--- src/rtl/attr_bank_pkg.sv ---
package attr_bank_pkg;

    typedef enum logic [1:0] {
        ST_IDLE = 2'd0,
        ST_HOLD = 2'd1,
        ST_COPY = 2'd2
    } cfg_state_e;

    // Reset value of writable attribute idx
    function automatic int attr_default(input int base, input int step, input int idx);
        return base + step * idx;
    endfunction

endpackage

--- src/rtl/attr_bank_ctrl.sv ---
module attr_bank_ctrl
    import attr_bank_pkg::*;
#(
    parameter int ADDR_W = 8,
    parameter int NUM_RW = 16,
    parameter int IDX_W  = 4
) (
    input  logic              clk,
    input  logic              rst,
    input  logic              cfg_en,
    input  logic              wr_not_rd,
    input  logic              bank_sel,
    input  logic [ADDR_W-1:0] attr_addr,
    input  logic              upd_req,
    input  logic              save_state,
    output logic              wr_shadow,
    output logic              wr_effective,
    output logic              copy_en,
    output logic [IDX_W-1:0]  copy_idx,
    output logic              ready_n,
    output logic              upd_pending
);

    localparam logic [ADDR_W:0]  RW_LIMIT = (ADDR_W+1)'(NUM_RW);
    localparam logic [IDX_W-1:0] LAST_IDX = IDX_W'(NUM_RW - 1);

    cfg_state_e       state_q, state_d;
    logic             pend_q;
    logic [IDX_W-1:0] idx_q;
    logic             addr_ok, accepting, wr_fire, upd_go;

    assign addr_ok   = ({1'b0, attr_addr} < RW_LIMIT);
    assign accepting = (state_q == ST_IDLE);
    assign wr_fire   = cfg_en & wr_not_rd & accepting & addr_ok;
    assign upd_go    = accepting & save_state & (upd_req | pend_q) & ~wr_fire;

    // next-state logic
    always_comb begin
        state_d = state_q;
        unique case (state_q)
            ST_IDLE: begin
                if (wr_fire)     state_d = ST_HOLD;
                else if (upd_go) state_d = ST_COPY;
            end
            ST_HOLD: state_d = ST_IDLE;
            ST_COPY: if (idx_q == LAST_IDX) state_d = ST_IDLE;
            default: state_d = ST_IDLE;
        endcase
    end

    // state register
    always_ff @(posedge clk or posedge rst) begin
        if (rst) state_q <= ST_IDLE;
        else     state_q <= state_d;
    end

    // pending flag and copy index
    always_ff @(posedge clk or posedge rst) begin
        if (rst) begin
            pend_q <= 1'b0;
            idx_q  <= '0;
        end else begin
            if (upd_go)
                pend_q <= 1'b0;
            else if (upd_req && state_q != ST_COPY)
                pend_q <= 1'b1;
            if (upd_go)
                idx_q <= '0;
            else if (state_q == ST_COPY)
                idx_q <= idx_q + 1'b1;
        end
    end

    // outputs
    always_comb begin
        ready_n      = 1'b1;
        copy_en      = 1'b0;
        wr_shadow    = 1'b0;
        wr_effective = 1'b0;
        unique case (state_q)
            ST_IDLE: begin
                ready_n      = 1'b0;
                wr_shadow    = wr_fire & ~bank_sel;
                wr_effective = wr_fire & bank_sel;
            end
            ST_HOLD: ready_n = 1'b1;
            ST_COPY: copy_en = 1'b1;
            default: ready_n = 1'b1;
        endcase
    end

    assign copy_idx    = idx_q;
    assign upd_pending = pend_q;

endmodule

--- src/rtl/attr_bank_store.sv ---
module attr_bank_store
    import attr_bank_pkg::*;
#(
    parameter int ADDR_W   = 8,
    parameter int DATA_W   = 8,
    parameter int NUM_RW   = 16,
    parameter int IDX_W    = 4,
    parameter int DEF_BASE = 32,
    parameter int DEF_STEP = 3
) (
    input  logic                           clk,
    input  logic                           rst,
    input  logic                           wr_shadow,
    input  logic                           wr_effective,
    input  logic [ADDR_W-1:0]              attr_addr,
    input  logic [DATA_W-1:0]              wr_data,
    input  logic                           copy_en,
    input  logic [IDX_W-1:0]               copy_idx,
    output logic [NUM_RW-1:0][DATA_W-1:0]  eff_q
);

    for (genvar i = 0; i < NUM_RW; i++) begin : g_ent
        localparam logic [DATA_W-1:0] RST_VAL =
            DATA_W'(attr_default(DEF_BASE, DEF_STEP, i));

        logic [DATA_W-1:0] shd_r, eff_r;
        logic              sel;

        assign sel = (attr_addr == ADDR_W'(i));

        always_ff @(posedge clk or posedge rst) begin
            if (rst) begin
                shd_r <= RST_VAL;
                eff_r <= RST_VAL;
            end else begin
                if (wr_shadow && sel)
                    shd_r <= wr_data;
                if (wr_effective && sel)
                    eff_r <= wr_data;
                else if (copy_en && copy_idx == IDX_W'(i))
                    eff_r <= shd_r;
            end
        end

        assign eff_q[i] = eff_r;
    end

endmodule

--- src/rtl/attr_bank_rdmux.sv ---
module attr_bank_rdmux #(
    parameter int ADDR_W        = 8,
    parameter int DATA_W        = 8,
    parameter int NUM_RW        = 16,
    parameter int IDX_W         = 4,
    parameter int CAP_BASE_ADDR = 128,
    parameter int NUM_CAP       = 4,
    parameter int CAP_VAL_BASE  = 160,
    parameter int STATUS_ADDR   = 144
) (
    input  logic                          clk,
    input  logic                          rst,
    input  logic                          rd_en,
    input  logic [ADDR_W-1:0]             attr_addr,
    input  logic [NUM_RW-1:0][DATA_W-1:0] eff_q,
    input  logic                          save_state,
    input  logic                          upd_pending,
    output logic [DATA_W-1:0]             rd_data
);

    localparam logic [ADDR_W:0]   RW_LIMIT = (ADDR_W+1)'(NUM_RW);
    localparam logic [ADDR_W:0]   CAP_LO   = (ADDR_W+1)'(CAP_BASE_ADDR);
    localparam logic [ADDR_W:0]   CAP_HI   = (ADDR_W+1)'(CAP_BASE_ADDR + NUM_CAP);
    localparam logic [ADDR_W-1:0] STAT_A   = ADDR_W'(STATUS_ADDR);

    logic [ADDR_W:0]   addr_x;
    logic [DATA_W-1:0] lookup;

    assign addr_x = {1'b0, attr_addr};

    always_comb begin
        lookup = '0;
        if (addr_x < RW_LIMIT)
            lookup = eff_q[attr_addr[IDX_W-1:0]];
        else if (addr_x >= CAP_LO && addr_x < CAP_HI)
            lookup = DATA_W'(CAP_VAL_BASE) + DATA_W'(addr_x - CAP_LO);
        else if (attr_addr == STAT_A)
            lookup = {{(DATA_W-2){1'b0}}, upd_pending, save_state};
    end

    always_ff @(posedge clk or posedge rst) begin
        if (rst)        rd_data <= '0;
        else if (rd_en) rd_data <= lookup;
    end

endmodule

--- src/rtl/attr_bank_top.sv ---
module attr_bank_top #(
    parameter int ADDR_W        = 8,
    parameter int DATA_W        = 8,
    parameter int NUM_RW        = 16,
    parameter int DEF_BASE      = 32,
    parameter int DEF_STEP      = 3,
    parameter int CAP_BASE_ADDR = 128,
    parameter int NUM_CAP       = 4,
    parameter int CAP_VAL_BASE  = 160,
    parameter int STATUS_ADDR   = 144
) (
    input  logic              clk,
    input  logic              rst,
    input  logic              cfg_en,
    input  logic              wr_not_rd,
    input  logic              bank_sel,
    input  logic [ADDR_W-1:0] attr_addr,
    input  logic [DATA_W-1:0] wr_data,
    input  logic              upd_req,
    input  logic              save_state,
    output logic [DATA_W-1:0] rd_data,
    output logic              ready_n
);

    localparam int IDX_W = (NUM_RW > 1) ? $clog2(NUM_RW) : 1;

    logic                          wr_shadow, wr_effective, copy_active, upd_pending;
    logic [IDX_W-1:0]              copy_idx;
    logic [NUM_RW-1:0][DATA_W-1:0] eff_q;

    attr_bank_ctrl #(
        .ADDR_W(ADDR_W), .NUM_RW(NUM_RW), .IDX_W(IDX_W)
    ) ctrl_i (
        .clk(clk), .rst(rst), .cfg_en(cfg_en), .wr_not_rd(wr_not_rd),
        .bank_sel(bank_sel), .attr_addr(attr_addr), .upd_req(upd_req),
        .save_state(save_state), .wr_shadow(wr_shadow),
        .wr_effective(wr_effective), .copy_en(copy_active),
        .copy_idx(copy_idx), .ready_n(ready_n), .upd_pending(upd_pending)
    );

    attr_bank_store #(
        .ADDR_W(ADDR_W), .DATA_W(DATA_W), .NUM_RW(NUM_RW), .IDX_W(IDX_W),
        .DEF_BASE(DEF_BASE), .DEF_STEP(DEF_STEP)
    ) store_i (
        .clk(clk), .rst(rst), .wr_shadow(wr_shadow),
        .wr_effective(wr_effective), .attr_addr(attr_addr),
        .wr_data(wr_data), .copy_en(copy_active), .copy_idx(copy_idx),
        .eff_q(eff_q)
    );

    attr_bank_rdmux #(
        .ADDR_W(ADDR_W), .DATA_W(DATA_W), .NUM_RW(NUM_RW), .IDX_W(IDX_W),
        .CAP_BASE_ADDR(CAP_BASE_ADDR), .NUM_CAP(NUM_CAP),
        .CAP_VAL_BASE(CAP_VAL_BASE), .STATUS_ADDR(STATUS_ADDR)
    ) rdmux_i (
        .clk(clk), .rst(rst), .rd_en(cfg_en & ~wr_not_rd),
        .attr_addr(attr_addr), .eff_q(eff_q), .save_state(save_state),
        .upd_pending(upd_pending), .rd_data(rd_data)
    );

endmodule

--- config.mk ---
export PLATFORM = sky130hd
export DESIGN_NAME = attr_bank_top
export DESIGN_NICKNAME = d
export VERILOG_FILES = /design/src/rtl/attr_bank_pkg.sv /design/src/rtl/attr_bank_ctrl.sv /design/src/rtl/attr_bank_store.sv /design/src/rtl/attr_bank_rdmux.sv /design/src/rtl/attr_bank_top.sv
export SDC_FILE = /design/constraint.sdc
export NUM_CORES = 1
export LEC_CHECK = 0
export BUFFER_PORTS_ARGS = -buffer_cell sky130_fd_sc_hd__buf_2
export CAP_MARGIN = 10
export CORE_MARGIN = 10
export CORE_UTILIZATION = 50
export CTS_BUF_LIST = sky130_fd_sc_hd__clkbuf_8
export DETAILED_ROUTE_END_ITERATION = 16
export PLACE_DENSITY_LB_ADDON = 0.15
export SLEW_MARGIN = 15
export SYNTH_ARGS = -nofsm -noshare
export SYNTH_HDL_FRONTEND = slang
export SYNTH_SLANG_ARGS = --single-unit
--- constraint.sdc ---
create_clock -name clk -period 17.1 [get_ports clk]
set_input_delay 0 -clock clk [delete_from_list [all_inputs] [get_ports clk]]
set_output_delay 0 -clock clk [all_outputs]
set_load 0.005 [all_outputs]
# Word level (Yosys, flattened, before mapping)
# Cells that the tools add are included.
# Widths: inputs -> output; s select.
# classes
add_sub_neg,3
order_cmp,4
n_eq_ne,35
muxes,49
bitwise_logic,13
n_reduce_logical,72
# ops
cell,n
$mux 8,35
$eq 8x4->1 const B,8
$logic_and 1x1->1,50
$reduce_bool 2->1,18
$bmux 8 s4,1
$eq 4x4->1 const B,8
$eq 8x3->1 const B,4
$eq 4x3->1 const B,4
$eq 8x2->1 const B,2
$and 1x1->1,9
$add 8x8->8 const A,1
$eq 4x2->1 const B,2
$eq 8x1->1 const B,1
$eq 8x8->1 const B,1
$ge 8x8->1 const B,1
$logic_not 8->1,1
$lt 8x5->1 const B,1
$lt 8x8->1 const B,1
$mux 2,4
$mux 4,2
$sub 8x8->8 const B,1
$mux 1,6
$lt 4x5->1 const B,1
$add 4x1->4 const B,1
other kinds (11),13
# word_totals
ff_bits,271
out_inout_bits,9
word_cells,212

# Longest topological paths before layout
# Gate-level depths: netlist of run 1.
# logic_depth
word_depth,8
depth_mapped,8
depth_no_buf,6

# Modules after synthesis
# From an unflattened synthesis of run 1, not the netlist that was laid out.
# hier_totals
cells_unflattened,1078
hier_area_um2,13137.6
# by_module_without_submodules
mod,n_inst,cells_per_inst,area_each_um2
attr_bank_store,1,905,11205.7
attr_bank_rdmux,1,137,1539.0
attr_bank_ctrl,1,35,379.1
attr_bank_top,1,1,13.8

# Least setup slack after synthesis of run 1
# Ideal clock, no wire load.
# synth_timing
path_kind,flip-flop to flip-flop
startpoint,reg ctrl_i.state_q[1]
endpoint,reg store_i.g_ent[10].eff_r[0]
arrival_ps,1928
required_time_ps,16974
path_slack_ps,15046
stages_incl_launch_ff,7
n_path_buf,2
cell_sequence,dfrtp_1 > clkbuf_1 > nand4bb_1 > buf_2 > nor3_1 > a21oi_1 > a221o_1
# synth_between
elab_chain_len,7
# synth_lines
element,line,text
"start, declared",attr_bank_ctrl.sv:27,"cfg_state_e state_q, state_d;"
"start signal, assigned",attr_bank_ctrl.sv:54,else state_q <= state_d;
$logic_not 2->1,"attr_bank_ctrl.sv:33, attr_bank_ctrl.sv:80",
$and 1x1->1 (2 in series),attr_bank_ctrl.sv:34,assign wr_fire = cfg_en & wr_not_rd & accepting & addr_ok;
$and 1x1->1,attr_bank_ctrl.sv:84,wr_effective = wr_fire & bank_sel;
$mux 1,attr_bank_ctrl.sv:80,unique case (state_q)
$logic_and 1x1->1,attr_bank_store.sv:38,if (wr_effective && sel)
$mux 8 / $reduce_bool 2->1 (equally long branches),--,
"end signal, assigned",attr_bank_store.sv:39,eff_r <= wr_data;
"end signal, assigned",attr_bank_store.sv:41,eff_r <= shd_r;
"end, declared",attr_bank_store.sv:26,"logic [DATA_W-1:0] shd_r, eff_r;"
# Parallel ways exist; a longest one is shown, timed or not.
# A chain may end at the register's enable or synchronous reset.

# Worst setup path after layout of run 1
# layout_timing
startpoint,reg ctrl_i.state_q[1]
endpoint,reg store_i.g_ent[14].shd_r[5]
# layout_between
elab_chain_len,6
# layout_lines
element,line,text
$logic_not 2->1 (*),"attr_bank_ctrl.sv:33, attr_bank_ctrl.sv:80",
$and 1x1->1 (2 in series),attr_bank_ctrl.sv:34,
$and 1x1->1,attr_bank_ctrl.sv:83,wr_shadow = wr_fire & ~bank_sel;
$mux 1 (*),attr_bank_ctrl.sv:80,
$logic_and 1x1->1 (*),attr_bank_store.sv:36,if (wr_shadow && sel)
"end signal, assigned",attr_bank_store.sv:37,shd_r <= wr_data;
"end, declared",attr_bank_store.sv:26,
# Every way passes the cells marked *; elsewhere a longest branch is shown, timed or not.

==> metrics.txt, run 1 <==
dpl cells=1268; number of nets in the synthesized netlist=around 990; via count=roughly 8700; # Max-Cap Violations=0; setup repair after global routing missed its margin=no; number of cell instances on the worst register-to-register path=4; mapped cell area=around 0.013 mm²; final non-filler cell total=1368; final count of negative-setup-slack endpoints=0; final cycle utilization of the critical path=16.7%; distinct cell type count after synthesis=56; status=complete, no violations; post-CTS repair timing setup buffer count=0; maximum operating frequency=around 350 MHz; vias in the first global route=8869; antenna violations before repair=2; Ports=32; routed length per instance=between 20 and 30 µm; Horiz. Die Dim=between 150 and 200 µm; core region area=0.0250 mm²; element type at the critical path end=flip-flop; flop and latch count out of synthesis=around 270; area share of xor/xnor cells in the synthesized design=0.208%; synth-to-layout area growth=11.8%; GRT Residual Overflow=0; max-slew violations=0; launch point of the worst hold path=attr_addr[5]; TritonCTS Buffers=between 40 and 50; maximum number of pins on one net before global-route repair=126; share of the synthesized area in compound gates (AO/OA/AOI/OAI)=12.5%; gr usage total=roughly 22%; mux cell area share after synthesis=17.6%; Yosys warning total=0; H-Tree Level Count=2; worst max-slew margin expressed relative to the limit=35.0%; first-pass iteration count of the detailed router=5; hold worst-path end=rdmux_i.rd_data[6]$_DFFE_PP0P_; post-synthesis share of cell area spent on full adders, half adders and majority gates=0.494%; worst ir drop on vdd=0.0000574 V; final hold violation count=0; clock insertion delay at the later pin of the skew report=around 0.55 ns; terminus of the critical flop-to-flop path=store_i.g_ent[14].shd_r[5]$_DFFE_PP0P_; number of synthesized flops with an enable pin=0; total DRC errors in the routed layout=0; number of nets in the final layout=1027; clock slew at reported path FFs=approximately 0.070 ns; number of buffers inserted by hold repair at cts=13; data arrival time of the critical path=3.29 ns; DRT Wirelength=34200 µm; site row count=58; clock tree from TritonCTS=done; detailed placer's ending HPWL=21000 µm; Final min period=between 2 and 3 ns; worst hold path class=input pin to flip-flop; first-pass GRT wire length=53800 µm; share of cells above drive strength 1=38.6%; placer congestion estimate=0.866; buffer cell driving the clock tree root=sky130_fd_sc_hd__clkbuf_8; Crit Path Max Fanout=9; commonest register cell after synthesis=sky130_fd_sc_hd__dfrtp_1; critical setup path kind=flip-flop to flip-flop; count of buffers from port buffering=31; CP required=17.53 ns; Worst Hold Path Cells=5; total power per unit cell area=101 mW/mm²; clk_skew=between 0.01 and 0.015 ns; worst reg-to-reg setup slack=~14 ns; slew at the pin closest to its max-slew limit=0.975 ns; First DRT Iteration DRCs=841; average vias per placed instance=6.38; LEAKAGE=slightly below 7 nW; main combinational cell family by area after synthesis=multiplexers; Post-Synthesis Mean Instance Area=13.1 µm²; total die area=0.0321 mm²; Initial Utilization=between 50% and 60%; remaining antenna violation count=0; post-synthesis share of cell area spent on and, or, nand and nor gates=12.0%; sequential-to-total area share from yosys stat=54.6%; proportion of synthesized flip-flops having asynchronous set or reset=100%; gate count of the mapped netlist=approximately 960; number of gates resized after CTS=0; beginning of the worst register-to-register path=ctrl_i.state_q[1]$_DFFE_PP0P_; sum of negative setup slack=0 ns; overall die height=179 µm; maximum root-to-sink buffer count=3; CTS sink count=271; startpoint type of the worst setup path=flip-flop
## routing by layer
| metal | vias up | global-route usage (%) | share of wire (%) |
|---|---|---|---|
| met5 | - | 0 | 0.020 |
| met4 | 2 | 5.84 | 2.0 |
| met3 | 55 | 4.91 | 6.5 |
| met2 | 258 | 33.6 | 47 |
| met1 | 4573 | 30.0 | 45 |
| li1 | 3842 | - | - |
## synthesized netlist by cell type (7+ instances only)
library cell	number	area, µm²
sky130_fd_sc_hd__a21oi_1	13	65.1
sky130_fd_sc_hd__a221o_1	126	1260
sky130_fd_sc_hd__a31oi_1	9	56.3
sky130_fd_sc_hd__and2_1	7	43.8
sky130_fd_sc_hd__and3_1	122	763
sky130_fd_sc_hd__buf_1	8	30.0
sky130_fd_sc_hd__buf_2	11	55.1
sky130_fd_sc_hd__clkbuf_1	54	203
sky130_fd_sc_hd__dfrtp_1	165	4130
sky130_fd_sc_hd__dfstp_2	106	2790
sky130_fd_sc_hd__mux2_2	138	1550
sky130_fd_sc_hd__mux2i_1	7	70.1
sky130_fd_sc_hd__mux4_2	26	586
sky130_fd_sc_hd__nand2_1	37	139
sky130_fd_sc_hd__nand2b_1	7	43.8
sky130_fd_sc_hd__nand3_1	10	50.1
sky130_fd_sc_hd__nor2_1	24	90.1
sky130_fd_sc_hd__nor2b_1	7	43.8
sky130_fd_sc_hd__nor3_1	14	70.1
## layout make-up
| cell class | count | area, µm² |
|---|---|---|
| antenna | 1 | 2.50 |
| clock buffer | 60 | 826 |
| clock inverter | 26 | 101 |
| fill | 2090 | 10900 |
| inverter | 7 | 33.8 |
| multi-input combinational | 611 | 5440 |
| sequential | 271 | 6910 |
| tap | 330 | 413 |
| timing repair buffer | 62 | 420 |
## registers in the layout, summed over array words and instances (netlist names)
| signal | count |
|---|---|
| store_i.g_ent.shd_r | 128 |
| ctrl_i.copy_idx | 4 |
| ctrl_i.state_q | 2 |
| ctrl_i.upd_pending | 1 |
| store_i.g_ent.eff_r | 128 |
| rdmux_i.rd_data | 8 |
## cells in the final DEF, fill, tap and decap left out, types with 3 or more instances in the layout
cell type / Yosys / routed
sky130_fd_sc_hd__dfrtp_1: 165 / 165
sky130_fd_sc_hd__mux2_2: 138 / 138
sky130_fd_sc_hd__a221o_1: 126 / 126
sky130_fd_sc_hd__and3_1: 122 / 122
sky130_fd_sc_hd__dfstp_2: 106 / 106
sky130_fd_sc_hd__clkbuf_8: 0 / 60
sky130_fd_sc_hd__nand2_1: 37 / 37
sky130_fd_sc_hd__buf_2: 11 / 31
sky130_fd_sc_hd__inv_1: 6 / 28
sky130_fd_sc_hd__mux4_2: 26 / 26
sky130_fd_sc_hd__nor2_1: 24 / 24
sky130_fd_sc_hd__buf_4: 0 / 18
sky130_fd_sc_hd__a21oi_1: 13 / 13
sky130_fd_sc_hd__dlygate4sd3_1: 0 / 13
sky130_fd_sc_hd__nand3_1: 10 / 10
sky130_fd_sc_hd__nor3_1: 14 / 10
sky130_fd_sc_hd__a31oi_1: 9 / 9
sky130_fd_sc_hd__mux2i_1: 7 / 7
sky130_fd_sc_hd__nand2b_1: 7 / 7
sky130_fd_sc_hd__nor2b_1: 7 / 7
sky130_fd_sc_hd__and2_1: 7 / 7
sky130_fd_sc_hd__nand4_1: 5 / 5
sky130_fd_sc_hd__nand3b_1: 5 / 5
sky130_fd_sc_hd__o211ai_1: 5 / 5
sky130_fd_sc_hd__ha_1: 5 / 5
sky130_fd_sc_hd__nor3_2: 0 / 4
sky130_fd_sc_hd__a21oi_2: 3 / 3
sky130_fd_sc_hd__o2111ai_1: 3 / 3
sky130_fd_sc_hd__a22oi_1: 3 / 3
sky130_fd_sc_hd__clkinv_2: 0 / 3
## metrics by stage
stage	util (%)	worst slack [ns]	hold slack, ns	area [µm²]	power [W]
finish	56.5	14.24	0.0378	14100	0.00143
global route	56.5	14.11	0.0330	14100	0.00149
CTS	56.5	14.26	0.00755	14100	0.00144
detailed placement	52.3	14.28	0.232	13100	0.000856
global placement	52.3	14.40	0.234	13100	0.000855
floorplan	-	9.81	0.0960	12700	0.000792
## critical path: stages (launching register included)
cell	delay, ns
sky130_fd_sc_hd__dfrtp_1	0.45
sky130_fd_sc_hd__nand4bb_1	0.59
sky130_fd_sc_hd__nor4_2	0.77
sky130_fd_sc_hd__nand3_1	0.50
sky130_fd_sc_hd__mux2_2	0.43
## power by group
| group | total (W) | internal (W) | switching [W] |
|---|---|---|---|
| registers | 0.000685 | 0.000664 | 0.0000203 |
| logic | 0.000169 | 0.0000478 | 0.000121 |
| clock network | 0.000577 | 0.000313 | 0.000264 |
| total | 0.00143 | 0.00102 | 0.000405 |
## worst max path at each step
stage | from | endpoint | slack, ns | cells after the start
after floorplan | rst | ctrl_i.copy_idx[0]$_DFFE_PP0P_ | 9.81 | 1
after global placement | ctrl_i.state_q[1]$_DFFE_PP0P_ | store_i.g_ent[14].shd_r[5]$_DFFE_PP0P_ | 14.40 | 4
after detailed placement | ctrl_i.state_q[1]$_DFFE_PP0P_ | store_i.g_ent[14].shd_r[5]$_DFFE_PP0P_ | 14.28 | 4
after CTS | ctrl_i.state_q[1]$_DFFE_PP0P_ | store_i.g_ent[14].shd_r[5]$_DFFE_PP0P_ | 14.26 | 4
after global routing | ctrl_i.state_q[1]$_DFFE_PP0P_ | store_i.g_ent[14].shd_r[5]$_DFFE_PP0P_ | 14.11 | 4
final | ctrl_i.state_q[1]$_DFFE_PP0P_ | store_i.g_ent[14].shd_r[5]$_DFFE_PP0P_ | 14.24 | 4
## cells by family (layout without fill, tap and decap cells)
| kind of cell | Yosys count | after routing |
|---|---|---|
| adder cells (fa/ha/maj) | 5 | 5 |
| other | 0 | 1 |
| AND/OR/NAND/NOR | 258 | 258 |
| multiplexers | 173 | 173 |
| flip-flops | 271 | 271 |
| buffers and inverters | 81 | 155 |
| XOR/XNOR | 3 | 3 |
| AO/OA/AOI/OAI | 172 | 172 |
(Power assumes the default switching activity.)
==> run 2: changes to the inputs <==
==> constraint.sdc (replaced) <==
create_clock -name clk -period 2.8 [get_ports clk]
set_input_delay 0 -clock clk [delete_from_list [all_inputs] [get_ports clk]]
set_output_delay 0 -clock clk [all_outputs]
set_load 0.005 [all_outputs]
==> run 2 against run 1 <==
Compared with the run above: global-route usage rose by 0.32 points; final area is 1.5% higher; clock-buffer cell count grew 1; flip-flop and latch count did not move; first-iteration DRC count down 10%; sequential power increased to 6.1 times the previous value; core utilization is 0.82 points higher; via count grew 0.24%; combinational power grew to 6.2 times the previous value; clock power rose to 6.1 times the previous value; largest power group unchanged.
==> metrics.txt, run 2 (synthesis results as in run 1) <==
most frequent standard cell in the layout excluding fill and tap cells=sky130_fd_sc_hd__dfrtp_1 (unchanged); share of cells above drive strength 1=39.2% (was 38.6%); remaining antenna violation count=0 (unchanged); total power per unit cell area=610 mW/mm² (was 101 mW/mm²); Clock power frac=40.3% (about the same); Crit Path Max Fanout=8 (was 9); slew at the pin closest to its max-slew limit=0.948 ns (was 0.975 ns); clock slew at reported path FFs=0.06 ns (was 0.07 ns); synth-to-layout area growth=13.4% (was 11.8%); Ports=32 (unchanged); worst ir drop on vdd=0.000343 V (was 0.0000574 V); maximum number of pins on one net before global-route repair=72 (was 126); number of inserted filler cells in the final layout=2040 (was 2090); slowest cell on the critical path=sky130_fd_sc_hd__nor4bb_1 (was sky130_fd_sc_hd__nor4_2); internal power of the cells=0.00630 W (was 0.00102 W); gr usage total=22.0% (was 21.6%); TritonCTS Buffers=47 (was 46); startpoint type of the worst setup path=flip-flop (unchanged); data arrival time of the critical path=3.00 ns (was 3.29 ns); Final min period=2.57 ns (was 2.86 ns); detailed placer's ending HPWL=22000 µm (was 21000 µm); average vias per placed instance=6.32 (was 6.38); overall die height=179 µm (unchanged); core region area=0.0250 mm² (unchanged); CP required=3.23 ns (was 17.53 ns); placer congestion estimate=0.888 (was 0.866); CTS sink count=271 (unchanged); maximum root-to-sink buffer count=3 (unchanged); site row count=58 (unchanged); switching power total=0.00245 W (was 0.000405 W); combinational cell fraction of total power=11.9% (was 11.8%); net switching share of the total power=28.0% (was 28.3%); final hold violation count=0 (unchanged); total DRC errors in the routed layout=0 (unchanged); routed length per instance=25.0 µm (about the same); H-Tree Level Count=2 (unchanged); worst max-slew margin expressed relative to the limit=36.3% (was 35.0%); commonest non-fill, non-tap cells in the layout=sky130_fd_sc_hd__dfrtp_1, sky130_fd_sc_hd__mux2_2, sky130_fd_sc_hd__a221o_1, sky130_fd_sc_hd__and3_1, sky130_fd_sc_hd__dfstp_2 (unchanged); count of buffers from port buffering=31 (unchanged); Initial Utilization=50.5% (unchanged); via count=8751 (was 8730); max-slew violations=0 (unchanged); final critical-path setup slack=0.233 ns (was 14.24 ns); clock insertion delay at the later pin of the skew report=0.56 ns (was 0.55 ns); LEAKAGE=6.94 nW (was 6.84 nW); worst slack after detailed placement=0.290 ns (was 14.28 ns); antenna violations before repair=2 (unchanged); first-pass GRT wire length=54500 µm (was 53800 µm); First DRT Iteration DRCs=756 (was 841); largest registers ranked by flip-flop count=store_i.g_ent.eff_r (128), store_i.g_ent.shd_r (128), rdmux_i.rd_data (8) (unchanged); critical setup path kind=flip-flop to flip-flop (unchanged); clk_skew=0.0211 ns (was 0.0134 ns); # Max-Cap Violations=0 (unchanged); status=complete, no violations (unchanged); final count of negative-setup-slack endpoints=0 (unchanged); Critical Path, Cell by Cell=nor4bb_1 -> and3_1 -> a21oi_1 -> a221o_1 (was nand4bb_1 -> nor4_2 -> nand3_1 -> mux2_2); highest cell delay on the worst timing path=0.73 ns (was 0.77 ns); Horiz. Die Dim=179 µm (unchanged); element type at the critical path end=flip-flop (unchanged); post-CTS repair timing setup buffer count=0 (unchanged); total die area=0.0321 mm² (unchanged); setup repair after global routing missed its margin=no (unchanged); worst reg-to-reg setup slack=0.23 ns (was 14.24 ns); antenna cell count=0 (was 1); worst hold path class=input pin to flip-flop (unchanged); final cycle utilization of the critical path=91.7% (was 16.7%); number of nets in the final layout=1044 (was 1027); DRT Wirelength=34500 µm (was 34200 µm); vias in the first global route=9025 (was 8869); buffer cell driving the clock tree root=sky130_fd_sc_hd__clkbuf_8 (unchanged); clock tree from TritonCTS=done (unchanged); power share of the sequential group=47.8% (was 47.9%); maximum operating frequency=390 MHz (was 349 MHz); first-pass iteration count of the detailed router=5 (unchanged); GRT Residual Overflow=0 (unchanged); smallest hold slack=0.0614 ns (was 0.0378 ns)
## run 2: cell count changes in the layout (fill, tap and decap cells not counted), sizes merged
cell	before	now
buf	49	63
clkbuf	60	61
clkinv	3	1
clkinvlp	0	1
diode	1	0
dlygate4sd3	13	15
inv	30	31
## run 2: power by group through the flow
stage / registers (W) / logic, W / clock network (W)
6_report: 0.00418 / 0.00105 / 0.00353
4_1_cts: 0.00418 / 0.00104 / 0.00360
3_3_place_gp: 0.00424 / 0.00101 / 0
3_5_place_dp: 0.00424 / 0.00101 / 0
2_1_floorplan: 0.00416 / 0.000677 / 0
5_1_grt: 0.00419 / 0.00114 / 0.00379
## run 2: final timing paths
check                                                      startpoint                                endpoint  cells after the start
worst min-delay path                                           cfg_en          rdmux_i.rd_data[1]$_DFFE_PP0P_                      5
worst max register to register          ctrl_i.state_q[1]$_DFFE_PP0P_   store_i.g_ent[8].eff_r[7]$_DFFE_PP0P_                      4
worst min register to register  store_i.g_ent[6].shd_r[3]$_DFFE_PP0P_   store_i.g_ent[6].eff_r[3]$_DFFE_PP0P_                      1
min in group asynchronous                                         rst   store_i.g_ent[3].shd_r[1]$_DFFE_PP0P_                      3
worst max-delay path                    ctrl_i.state_q[1]$_DFFE_PP0P_   store_i.g_ent[8].eff_r[7]$_DFFE_PP0P_                      4
max in group asynchronous                                         rst  store_i.g_ent[14].eff_r[1]$_DFFE_PP1P_                      4
## run 2: stage by stage
step	power, W	setup TNS, ns	cell area (µm²)	std cells	util [%]
after floorplan	0.00484	-114.66	12700	963	-
final	0.00875	0	14400	1384	57.3
after detailed placement	0.00525	0	13300	1282	53.0
after global routing	0.00913	0	14400	1384	57.3
after global placement	0.00524	0	13300	1282	53.0
after CTS	0.00881	0	14400	1384	57.3
## run 2: routing by layer
layer	vias up	track usage (%)	share of wire [%]
met5	-	0	0.020
met3	65	4.57	6.4
met1	4545	30.0	44
met4	2	7.11	2.7
met2	263	34.4	47
li1	3876	-	-
## run 2: final cells by class
cell class / count / area (µm²) / share of cell area (%)
clock buffer: 61 / 840 / 5.85
clock inverter: 26 / 98.8 / 0.689
inverter: 7 / 30.0 / 0.209
multi-input combinational: 611 / 5440 / 37.9
sequential: 271 / 6910 / 48.2
tap: 330 / 413 / 2.88
timing repair buffer: 78 / 621 / 4.32
## run 2: critical path: cells and delay by family, from the launching register on
| kind | cells | cell delay [ns] |
|---|---|---|
| DFF | 1 | 0.46 |
| AOI/OAI and AO/OA | 2 | 0.70 |
| and+or+nand+nor | 2 | 1.28 |
## run 2: repair_timing
item                                   CTS  global route
hold buffers                            15             0
endpoints found under the hold margin   34             0
gates resized for setup                  0             0
